File: config.mk
export PLATFORM = sky130hd
export DESIGN_NAME = ct_timer
export DESIGN_NICKNAME = d
export VERILOG_FILES = /design/src/rtl/ct_pkg.sv /design/src/rtl/ct_prescaler.sv /design/src/rtl/ct_counter.sv /design/src/rtl/ct_channel.sv /design/src/rtl/ct_timer.sv
export SDC_FILE = /design/constraint.sdc
export NUM_CORES = 1
export LEC_CHECK = 0
export BUFFER_PORTS_ARGS = -buffer_cell sky130_fd_sc_hd__buf_4
export CAP_MARGIN = 15
export CORE_MARGIN = 4
export CORE_UTILIZATION = 50
export CTS_BUF_LIST = sky130_fd_sc_hd__clkbuf_2 sky130_fd_sc_hd__clkbuf_4 sky130_fd_sc_hd__clkbuf_8
export DETAILED_ROUTE_END_ITERATION = 6
export PLACE_DENSITY = 0.69
export RECOVER_POWER = 100
export SLEW_MARGIN = 20
export SYNTH_ARGS = -nofsm -noshare
export SYNTH_HDL_FRONTEND = slang
export SYNTH_SLANG_ARGS = --single-unit
File: constraint.sdc
create_clock -name clk -period 4.4 [get_ports clk]
set_input_delay 0.88 -clock clk [delete_from_list [all_inputs] [get_ports clk]]
set_output_delay 0.88 -clock clk [all_outputs]
set_load 0.05 [all_outputs]
File: src/rtl/ct_pkg.sv
`timescale 1ns/1ps
package ct_pkg;
  localparam int DATA_W    = 32;
  localparam int ADDR_W    = 6;
  localparam int NUM_CH    = 4;
  localparam int PRESC_W   = 4;
  localparam int PRESC_MAX = 9;

  // word indices of the register map
  localparam int A_START   = 0;
  localparam int A_STOP    = 1;
  localparam int A_COUNT   = 2;
  localparam int A_CLEAR   = 3;
  localparam int A_SHUT    = 4;
  localparam int A_CAP0    = 8;
  localparam int A_EVT0    = 16;
  localparam int A_SHORT   = 24;
  localparam int A_IENSET  = 25;
  localparam int A_IENCLR  = 26;
  localparam int A_MODE    = 27;
  localparam int A_WIDTH   = 28;
  localparam int A_PRESC   = 29;
  localparam int A_ERR     = 30;
  localparam int A_CC0     = 32;

  localparam int SC_STOP_LSB = 8;
  localparam int IEN_LSB     = 16;

  typedef enum logic {MODE_TIMER = 1'b0, MODE_COUNTER = 1'b1} mode_e;

  function automatic logic [DATA_W-1:0] width_mask(input logic [1:0] code);
    case (code)
      2'd0:    return 32'h0000_FFFF;
      2'd1:    return 32'h0000_00FF;
      2'd2:    return 32'h00FF_FFFF;
      default: return 32'hFFFF_FFFF;
    endcase
  endfunction
endpackage

File: src/rtl/ct_prescaler.sv
`timescale 1ns/1ps
module ct_prescaler #(
  parameter int PW   = 4,
  parameter int PMAX = 9
) (
  input  logic          clk,
  input  logic          rst,
  input  logic          run,
  input  logic          ref_tick,
  input  logic [PW-1:0] presc,
  output logic          tick_en
);
  localparam int DIVW = PMAX + 1;

  logic [DIVW-1:0] div_q;
  logic [DIVW-1:0] limit;

  assign limit   = ~({DIVW{1'b1}} << presc);
  assign tick_en = run && ref_tick && (div_q >= limit);

  always_ff @(posedge clk) begin
    if (rst || !run) begin
      div_q <= '0;
    end else if (ref_tick) begin
      if (div_q >= limit) div_q <= '0;
      else                div_q <= div_q + 1'b1;
    end
  end
endmodule

File: src/rtl/ct_counter.sv
`timescale 1ns/1ps
module ct_counter #(
  parameter int DW = 32
) (
  input  logic          clk,
  input  logic          rst,
  input  logic          clr,
  input  logic          adv,
  input  logic          wrap_clr,
  input  logic [DW-1:0] mask,
  output logic [DW-1:0] cnt_q,
  output logic [DW-1:0] adv_val
);
  assign adv_val = (cnt_q + 1'b1) & mask;

  always_ff @(posedge clk) begin
    if (rst || clr)  cnt_q <= '0;
    else if (adv)    cnt_q <= wrap_clr ? '0 : adv_val;
  end
endmodule

File: src/rtl/ct_channel.sv
`timescale 1ns/1ps
module ct_channel #(
  parameter int DW = 32
) (
  input  logic          clk,
  input  logic          rst,
  input  logic          cc_wr,
  input  logic [DW-1:0] cc_wdata,
  input  logic          cap,
  input  logic [DW-1:0] cnt,
  input  logic          adv,
  input  logic [DW-1:0] adv_val,
  input  logic          evt_clr,
  output logic [DW-1:0] cc_q,
  output logic          evt_q,
  output logic          match
);
  assign match = adv && (adv_val == cc_q);

  always_ff @(posedge clk) begin
    if (rst)        cc_q <= '0;
    else if (cc_wr) cc_q <= cc_wdata;
    else if (cap)   cc_q <= cnt;
  end

  always_ff @(posedge clk) begin
    if (rst)          evt_q <= 1'b0;
    else if (match)   evt_q <= 1'b1;
    else if (evt_clr) evt_q <= 1'b0;
  end
endmodule

File: src/rtl/ct_timer.sv
`timescale 1ns/1ps
module ct_timer
  import ct_pkg::*;
#(
  parameter int NCH  = NUM_CH,
  parameter int DW   = DATA_W,
  parameter int AW   = ADDR_W,
  parameter int PW   = PRESC_W,
  parameter int PMAX = PRESC_MAX
) (
  input  logic          clk,
  input  logic          rst,
  input  logic          ref_tick,
  input  logic          bus_wr,
  input  logic          bus_rd,
  input  logic [AW-1:0] bus_addr,
  input  logic [DW-1:0] bus_wdata,
  output logic [DW-1:0] bus_rdata,
  output logic          bus_rvalid,
  output logic          irq
);
  // decode
  logic is_one, is_zero;
  logic t_start, t_stop, t_count, t_clear, t_shut;
  logic w_short, w_ienset, w_ienclr, w_mode, w_width, w_presc, w_err;
  logic [NCH-1:0] t_cap, w_cc, c_evt;

  assign is_one   = (bus_wdata == DW'(1));
  assign is_zero  = (bus_wdata == '0);
  assign t_start  = bus_wr && is_one && (bus_addr == AW'(A_START));
  assign t_stop   = bus_wr && is_one && (bus_addr == AW'(A_STOP));
  assign t_count  = bus_wr && is_one && (bus_addr == AW'(A_COUNT));
  assign t_clear  = bus_wr && is_one && (bus_addr == AW'(A_CLEAR));
  assign t_shut   = bus_wr && is_one && (bus_addr == AW'(A_SHUT));
  assign w_short  = bus_wr && (bus_addr == AW'(A_SHORT));
  assign w_ienset = bus_wr && (bus_addr == AW'(A_IENSET));
  assign w_ienclr = bus_wr && (bus_addr == AW'(A_IENCLR));
  assign w_mode   = bus_wr && (bus_addr == AW'(A_MODE));
  assign w_width  = bus_wr && (bus_addr == AW'(A_WIDTH));
  assign w_presc  = bus_wr && (bus_addr == AW'(A_PRESC));
  assign w_err    = bus_wr && (bus_addr == AW'(A_ERR));

  for (genvar i = 0; i < NCH; i++) begin : g_dec
    assign t_cap[i] = bus_wr && is_one && (bus_addr == AW'(A_CAP0 + i));
    assign w_cc[i]  = bus_wr && (bus_addr == AW'(A_CC0 + i));
    assign c_evt[i] = bus_wr && is_zero && (bus_addr == AW'(A_EVT0 + i));
  end

  // configuration and control state
  mode_e          mode_q;
  logic [1:0]     width_q;
  logic [PW-1:0]  presc_q;
  logic [NCH-1:0] sc_clr_q, sc_stop_q, ien_q;
  logic           running_q, err_q;

  logic [DW-1:0]  mask;
  logic           tick_en, adv, wrap_clr, stop_hit;
  logic [DW-1:0]  cnt_q, adv_val;
  logic [DW-1:0]  cc_q [NCH];
  logic [NCH-1:0] evt_q, match_v;

  assign mask     = DW'(width_mask(width_q));
  assign wrap_clr = |(match_v & sc_clr_q);
  assign stop_hit = |(match_v & sc_stop_q);
  assign adv      = !t_clear && ((mode_q == MODE_TIMER) ? (tick_en && !t_stop && !t_shut)
                                                         : t_count);

  ct_prescaler #(.PW(PW), .PMAX(PMAX)) u_presc (
    .clk      (clk),
    .rst      (rst),
    .run      (running_q && (mode_q == MODE_TIMER)),
    .ref_tick (ref_tick),
    .presc    (presc_q),
    .tick_en  (tick_en)
  );

  ct_counter #(.DW(DW)) u_cnt (
    .clk      (clk),
    .rst      (rst),
    .clr      (t_clear),
    .adv      (adv),
    .wrap_clr (wrap_clr),
    .mask     (mask),
    .cnt_q    (cnt_q),
    .adv_val  (adv_val)
  );

  for (genvar i = 0; i < NCH; i++) begin : g_ch
    ct_channel #(.DW(DW)) u_ch (
      .clk      (clk),
      .rst      (rst),
      .cc_wr    (w_cc[i]),
      .cc_wdata (bus_wdata & mask),
      .cap      (t_cap[i]),
      .cnt      (cnt_q),
      .adv      (adv),
      .adv_val  (adv_val),
      .evt_clr  (c_evt[i]),
      .cc_q     (cc_q[i]),
      .evt_q    (evt_q[i]),
      .match    (match_v[i])
    );
  end

  always_ff @(posedge clk) begin
    if (rst) begin
      mode_q    <= MODE_TIMER;
      width_q   <= 2'd0;
      presc_q   <= '0;
      sc_clr_q  <= '0;
      sc_stop_q <= '0;
      ien_q     <= '0;
      running_q <= 1'b0;
      err_q     <= 1'b0;
    end else begin
      if (w_mode)   mode_q  <= mode_e'(bus_wdata[0]);
      if (w_width)  width_q <= bus_wdata[1:0];
      if (w_presc)  presc_q <= (bus_wdata[PW-1:0] > PW'(PMAX)) ? PW'(PMAX) : bus_wdata[PW-1:0];
      if (w_short) begin
        sc_clr_q  <= bus_wdata[NCH-1:0];
        sc_stop_q <= bus_wdata[SC_STOP_LSB +: NCH];
      end
      if (w_ienset)      ien_q <= ien_q | bus_wdata[IEN_LSB +: NCH];
      else if (w_ienclr) ien_q <= ien_q & ~bus_wdata[IEN_LSB +: NCH];

      if (t_stop || t_shut || stop_hit)         running_q <= 1'b0;
      else if (t_start && mode_q == MODE_TIMER) running_q <= 1'b1;

      if (w_err && bus_wdata[0])
        err_q <= 1'b0;
      else if ((w_width || w_presc) && running_q && mode_q == MODE_TIMER)
        err_q <= 1'b1;
    end
  end

  // read path
  logic [DW-1:0] rd_d;
  always_comb begin
    rd_d = '0;
    if (bus_addr == AW'(A_SHORT))  rd_d = (DW'(sc_stop_q) << SC_STOP_LSB) | DW'(sc_clr_q);
    if (bus_addr == AW'(A_IENSET) || bus_addr == AW'(A_IENCLR))
                                   rd_d = DW'(ien_q) << IEN_LSB;
    if (bus_addr == AW'(A_MODE))   rd_d = DW'(mode_q);
    if (bus_addr == AW'(A_WIDTH))  rd_d = DW'(width_q);
    if (bus_addr == AW'(A_PRESC))  rd_d = DW'(presc_q);
    if (bus_addr == AW'(A_ERR))    rd_d = DW'(err_q);
    for (int i = 0; i < NCH; i++) begin
      if (bus_addr == AW'(A_EVT0 + i)) rd_d = DW'(evt_q[i]);
      if (bus_addr == AW'(A_CC0 + i))  rd_d = cc_q[i];
    end
  end

  logic [DW-1:0] rdata_q;
  logic          rvalid_q, irq_q;

  always_ff @(posedge clk) begin
    if (rst) begin
      rdata_q  <= '0;
      rvalid_q <= 1'b0;
      irq_q    <= 1'b0;
    end else begin
      rvalid_q <= bus_rd;
      if (bus_rd) rdata_q <= rd_d;
      irq_q    <= |(evt_q & ien_q);
    end
  end

  assign bus_rdata  = rdata_q;
  assign bus_rvalid = rvalid_q;
  assign irq        = irq_q;
endmodule

==> results.py <==
metrics = {
    "power_and_ir_drop": {
        "seqPwrFrac_pct": 46.5,
        "internal_power_uw": 3410,
        "p_sw_uw": 1160,
        "power.leakage_uw": 0.00508,
        "switching_share_pct": 25.4,
        "clkPwrFrac_pct": 47.0,
        "power_frac_comb_pct": 6.5,
        "irDropWorstVdd_v": 0.000246,
        "p_per_area_mw_per_mm2": 285,
    },
    "clocking": {
        "numCtsBuffers": 41,
        "clock_sinks": 229,
        "cts.reportedPaths.clkPinSlew_ns": 0.06,
        "clk_latency_ns": 0.57,
        "root_buffer": "clkbuf_8",
        "cts_buffer_depth": 3,
        "cts_tree": "yes",
        "h-tree-depth": 2,
    },
    "setup_path": {
        "crit_slowest_cell": "clkbuf_2",
        "critical_path_required_ns": 4.86,
        "slowest_delay_ns": 1.18,
        "cp-start-kind": "input pin",
        "crit_top_cell": "clkbuf_1",
        "worst-path-max-fanout": 64,
        "cpLargestDelayFamily": "buffers and inverters",
        "critPathKind": "in2reg",
        "crit_path_cell_trace": "clkbuf_1, nor4_1, clkbuf_1, nand4_1, nor3_1, clkbuf_1, nand2_1, o21ai_4, clkbuf_2, nor2_1, a311oi_1",
        "crit_path_end_kind": "flip-flop",
        "worstPathBufferInverterCount": 4,
        "crit_arrival_ns": 4.70,
    },
    "drt": {
        "wire_per_inst_um": 24.4,
        "vias": 15200,
        "drc": 0,
        "dr.pass1.iters": 7,
        "wl_mm": 56.6,
        "ant_nets": 0,
        "first_iter_violations": 2141,
        "via_per_inst": 6.55,
    },
    "die": {
        "core_area_mm2": 0.0279,
        "io_pins": 77,
        "dieArea_mm2": 0.0311,
        "die_h_um": 176,
        "die_w_um": 176,
        "start_util_pct": 50.8,
        "rows": 61,
    },
    "global_routing": {
        "grt_start_max_net_pins": 86,
        "grt_overflow": 0,
        "grt_first_pass_wirelength_mm": 85.7,
        "grt_usage_pct": 35.3,
        "grt_pass1_vias": 14100,
        "antenna_found_initial": 0,
    },
    "yosys": {
        "synthCells": 1865,
        "syn-cell-area_mm2": 0.0142,
        "synth_enable_flop_cells": 0,
        "yosys_most_used_dff": "dfxtp_1",
        "synthArstFlopShare_pct": 0,
        "syn_area_per_cell_um2": 7.59,
        "yosysSeqAreaShare_pct": 32.4,
        "yosysWarnings": 0,
        "syn-num-nets": 1920,
        "synth.ff_latch_count": 229,
        "synth_cell_types": 85,
    },
    "layout": {
        "final-seq-area_mm2": 0.00458,
        "drive_gt1_share_pct": 12.7,
        "stdcell_count": 2317,
        "n_antenna_cell": 0,
        "n_fill_cell": 2705,
        "nNetsFinal": 1970,
        "area_growth_pct": 13.2,
        "final_util_pct": 57.5,
        "multi_input_area_mm2": 0.00886,
        "fin_area_mm2": 0.0160,
    },
    "placed_design": {
        "dp.cells": 2248,
        "place.gp.congestion": 1.02,
        "place_area_mm2": 0.0154,
        "dp.final_hpwl_mm": 40.6,
        "io_buffers": 76,
    },
    "sta": {
        "fin_skew_ns": 0.0232,
        "finalHoldViolCount": 0,
        "slew-limit-headroom_pct": -128,
        "worst_slew_pin_slew_ns": 3.43,
        "finalCritPeriodShare_pct": 96.5,
        "drv_slew": 282,
        "fmax_mhz": 236,
        "finalSetupViolCount": 0,
        "final.min_clock_period_ns": 4.24,
        "fin_tns_setup_ns": 0,
        "rsz0062_at_grt": "no",
    },
    "job": {
        "max_cap_violations": 4,
    },
    "hold_path": {
        "hold_path.class": "reg2reg",
    },
    "status": {
        "outcome": "finished, violations left",
        "violations": "max-capacitance violations, max-slew violations",
    },
}
==> per-layer routing <==
metal / global-route usage (%) / share of wire, % / vias to the layer above
li1: - / - / 6974
met1: 48.1 / 41 / 7198
met2: 55.2 / 44 / 852
met3: 7.82 / 11 / 156
met4: 12.8 / 4.1 / 0
met5: 0 / 0 / -
==> what timing repair did <==
action,4_1_cts,5_1_grt
buffers inserted,0,2
hold buffers,0,0
gates resized for setup,0,2
hold endpoints to repair,0,0
endpoints found under the setup margin,0,26
==> logic make-up after synthesis <==
logic type                 synth area share (%)
AOI/OAI and AO/OA                          26.1
xor gates and xnor gates                   6.99
adders and majority gates                  1.06
buffers and inverters                      5.69
DFF                                        32.4
muxes                                      1.28
and+or+nand+nor                            26.5
==> final timing paths <==
| kind | from | slack (ns) | end | cells after the start |
|---|---|---|---|---|
| worst max-delay path | bus_wdata[7] | 0.16 | g_ch[1].u_ch.cc_q[3] | 11 |
| worst min-delay path | bus_rdata[2] | 0.48 | bus_rdata[2] | 2 |
| worst max register to register | width_q[0] | 0.18 | u_cnt.cnt_q[7] | 12 |
| worst min register to register | bus_rdata[2] | 0.48 | bus_rdata[2] | 2 |
==> layout make-up <==
| class | instances | share of cell area (%) |
|---|---|---|
| Sequential cell | 229 | 28.6 |
| Inverter | 16 | 0.375 |
| Timing Repair Buffer | 179 | 7.42 |
| Tap cell | 378 | 2.95 |
| Clock buffer | 61 | 4.81 |
| Clock inverter | 6 | 0.515 |
| Multi-Input combinational cell | 1448 | 55.3 |
==> through the flow <==
step	power [uW]	setup WS, ns	hold slack (ns)
4_1_cts	4590	0.168	0.484
6_report	4560	0.156	0.481
3_3_place_gp	2460	0.244	0.472
3_5_place_dp	2470	0.189	0.476
2_1_floorplan	2330	0.553	0.434
5_1_grt	4710	0.0206	0.498
==> power by group through the flow <==
stage               logic, uW  registers, uW  clock network (uW)
detailed placement        300           2170                   0
floorplan                 124           2210                   0
global placement          298           2170                   0
global route              311           2120                2270
finish                    296           2120                2150
CTS                       301           2120                2170
==> cells in the mapped netlist, types with 7 or more instances <==
master / count / share of area (%)
nor3_1: 27 / 0.95
a31oi_1: 9 / 0.40
or3_1: 10 / 0.44
a221oi_1: 8 / 0.50
buf_2: 19 / 0.67
nand4_1: 41 / 1.8
xor2_1: 53 / 3.3
o21a_1: 10 / 0.53
and4_1: 12 / 0.74
nand3_1: 78 / 2.8
nor4_1: 29 / 1.3
nand3b_1: 7 / 0.37
o211ai_1: 14 / 0.74
a211oi_1: 105 / 5.6
mux2i_1: 11 / 0.78
nor2b_1: 8 / 0.35
a22oi_1: 53 / 2.8
o21ai_0: 36 / 1.3
dfxtp_1: 229 / 32
clkbuf_1: 133 / 3.5
a22o_1: 13 / 0.80
and2_1: 11 / 0.49
o21ai_1: 12 / 0.42
nand2_1: 154 / 4.1
xnor2_1: 60 / 3.7
o2111ai_1: 7 / 0.43
or4_1: 9 / 0.48
nor2_1: 326 / 8.6
inv_1: 16 / 0.42
a21oi_1: 135 / 4.8
nand2b_1: 15 / 0.66
and3_1: 14 / 0.62
ha_1: 12 / 1.1
a222oi_1: 9 / 0.64
a311oi_1: 63 / 3.9
==> sequential cells by signal, summed over array words and instances, names as in the netlist, named ones only <==
register	count
presc_q	4
bus_rdata	32
sc_stop_q	4
g_ch.u_ch.evt_q	4
width_q	2
irq	1
u_cnt.cnt_q	32
sc_clr_q	4
g_ch.u_ch.cc_q	128
err_q	1
bus_rvalid	1
u_presc.div_q	10
running_q	1
mode_q	1
==> worst register-to-register path, stage by stage, from the launching register on <==
cell	delay, ns
dfxtp_1	0.57
nor2b_1	0.62
nor4_1	0.19
nor2_1	0.37
xor2_1	0.26
nand4_1	0.21
or4b_1	0.66
nor4_2	0.42
a31oi_2	0.16
buf_4	0.22
nand3_1	0.11
clkbuf_2	0.20
o211ai_1	0.10
==> layout by cell type (no fill, tap or decap), types with 16 or more instances in the layout <==
cell type / instances
o21ai_0: 38
nand4_1: 41
clkbuf_8: 50
clkbuf_1: 41
nor2_1: 322
a22oi_1: 53
inv_1: 16
xnor2_1: 60
a311oi_1: 63
nand2_1: 150
a211oi_1: 105
nand3_1: 78
nor4_1: 28
xor2_1: 53
dfxtp_1: 229
buf_4: 129
nor3_1: 27
a21oi_1: 135
Power figures use the tool's default switching activity.
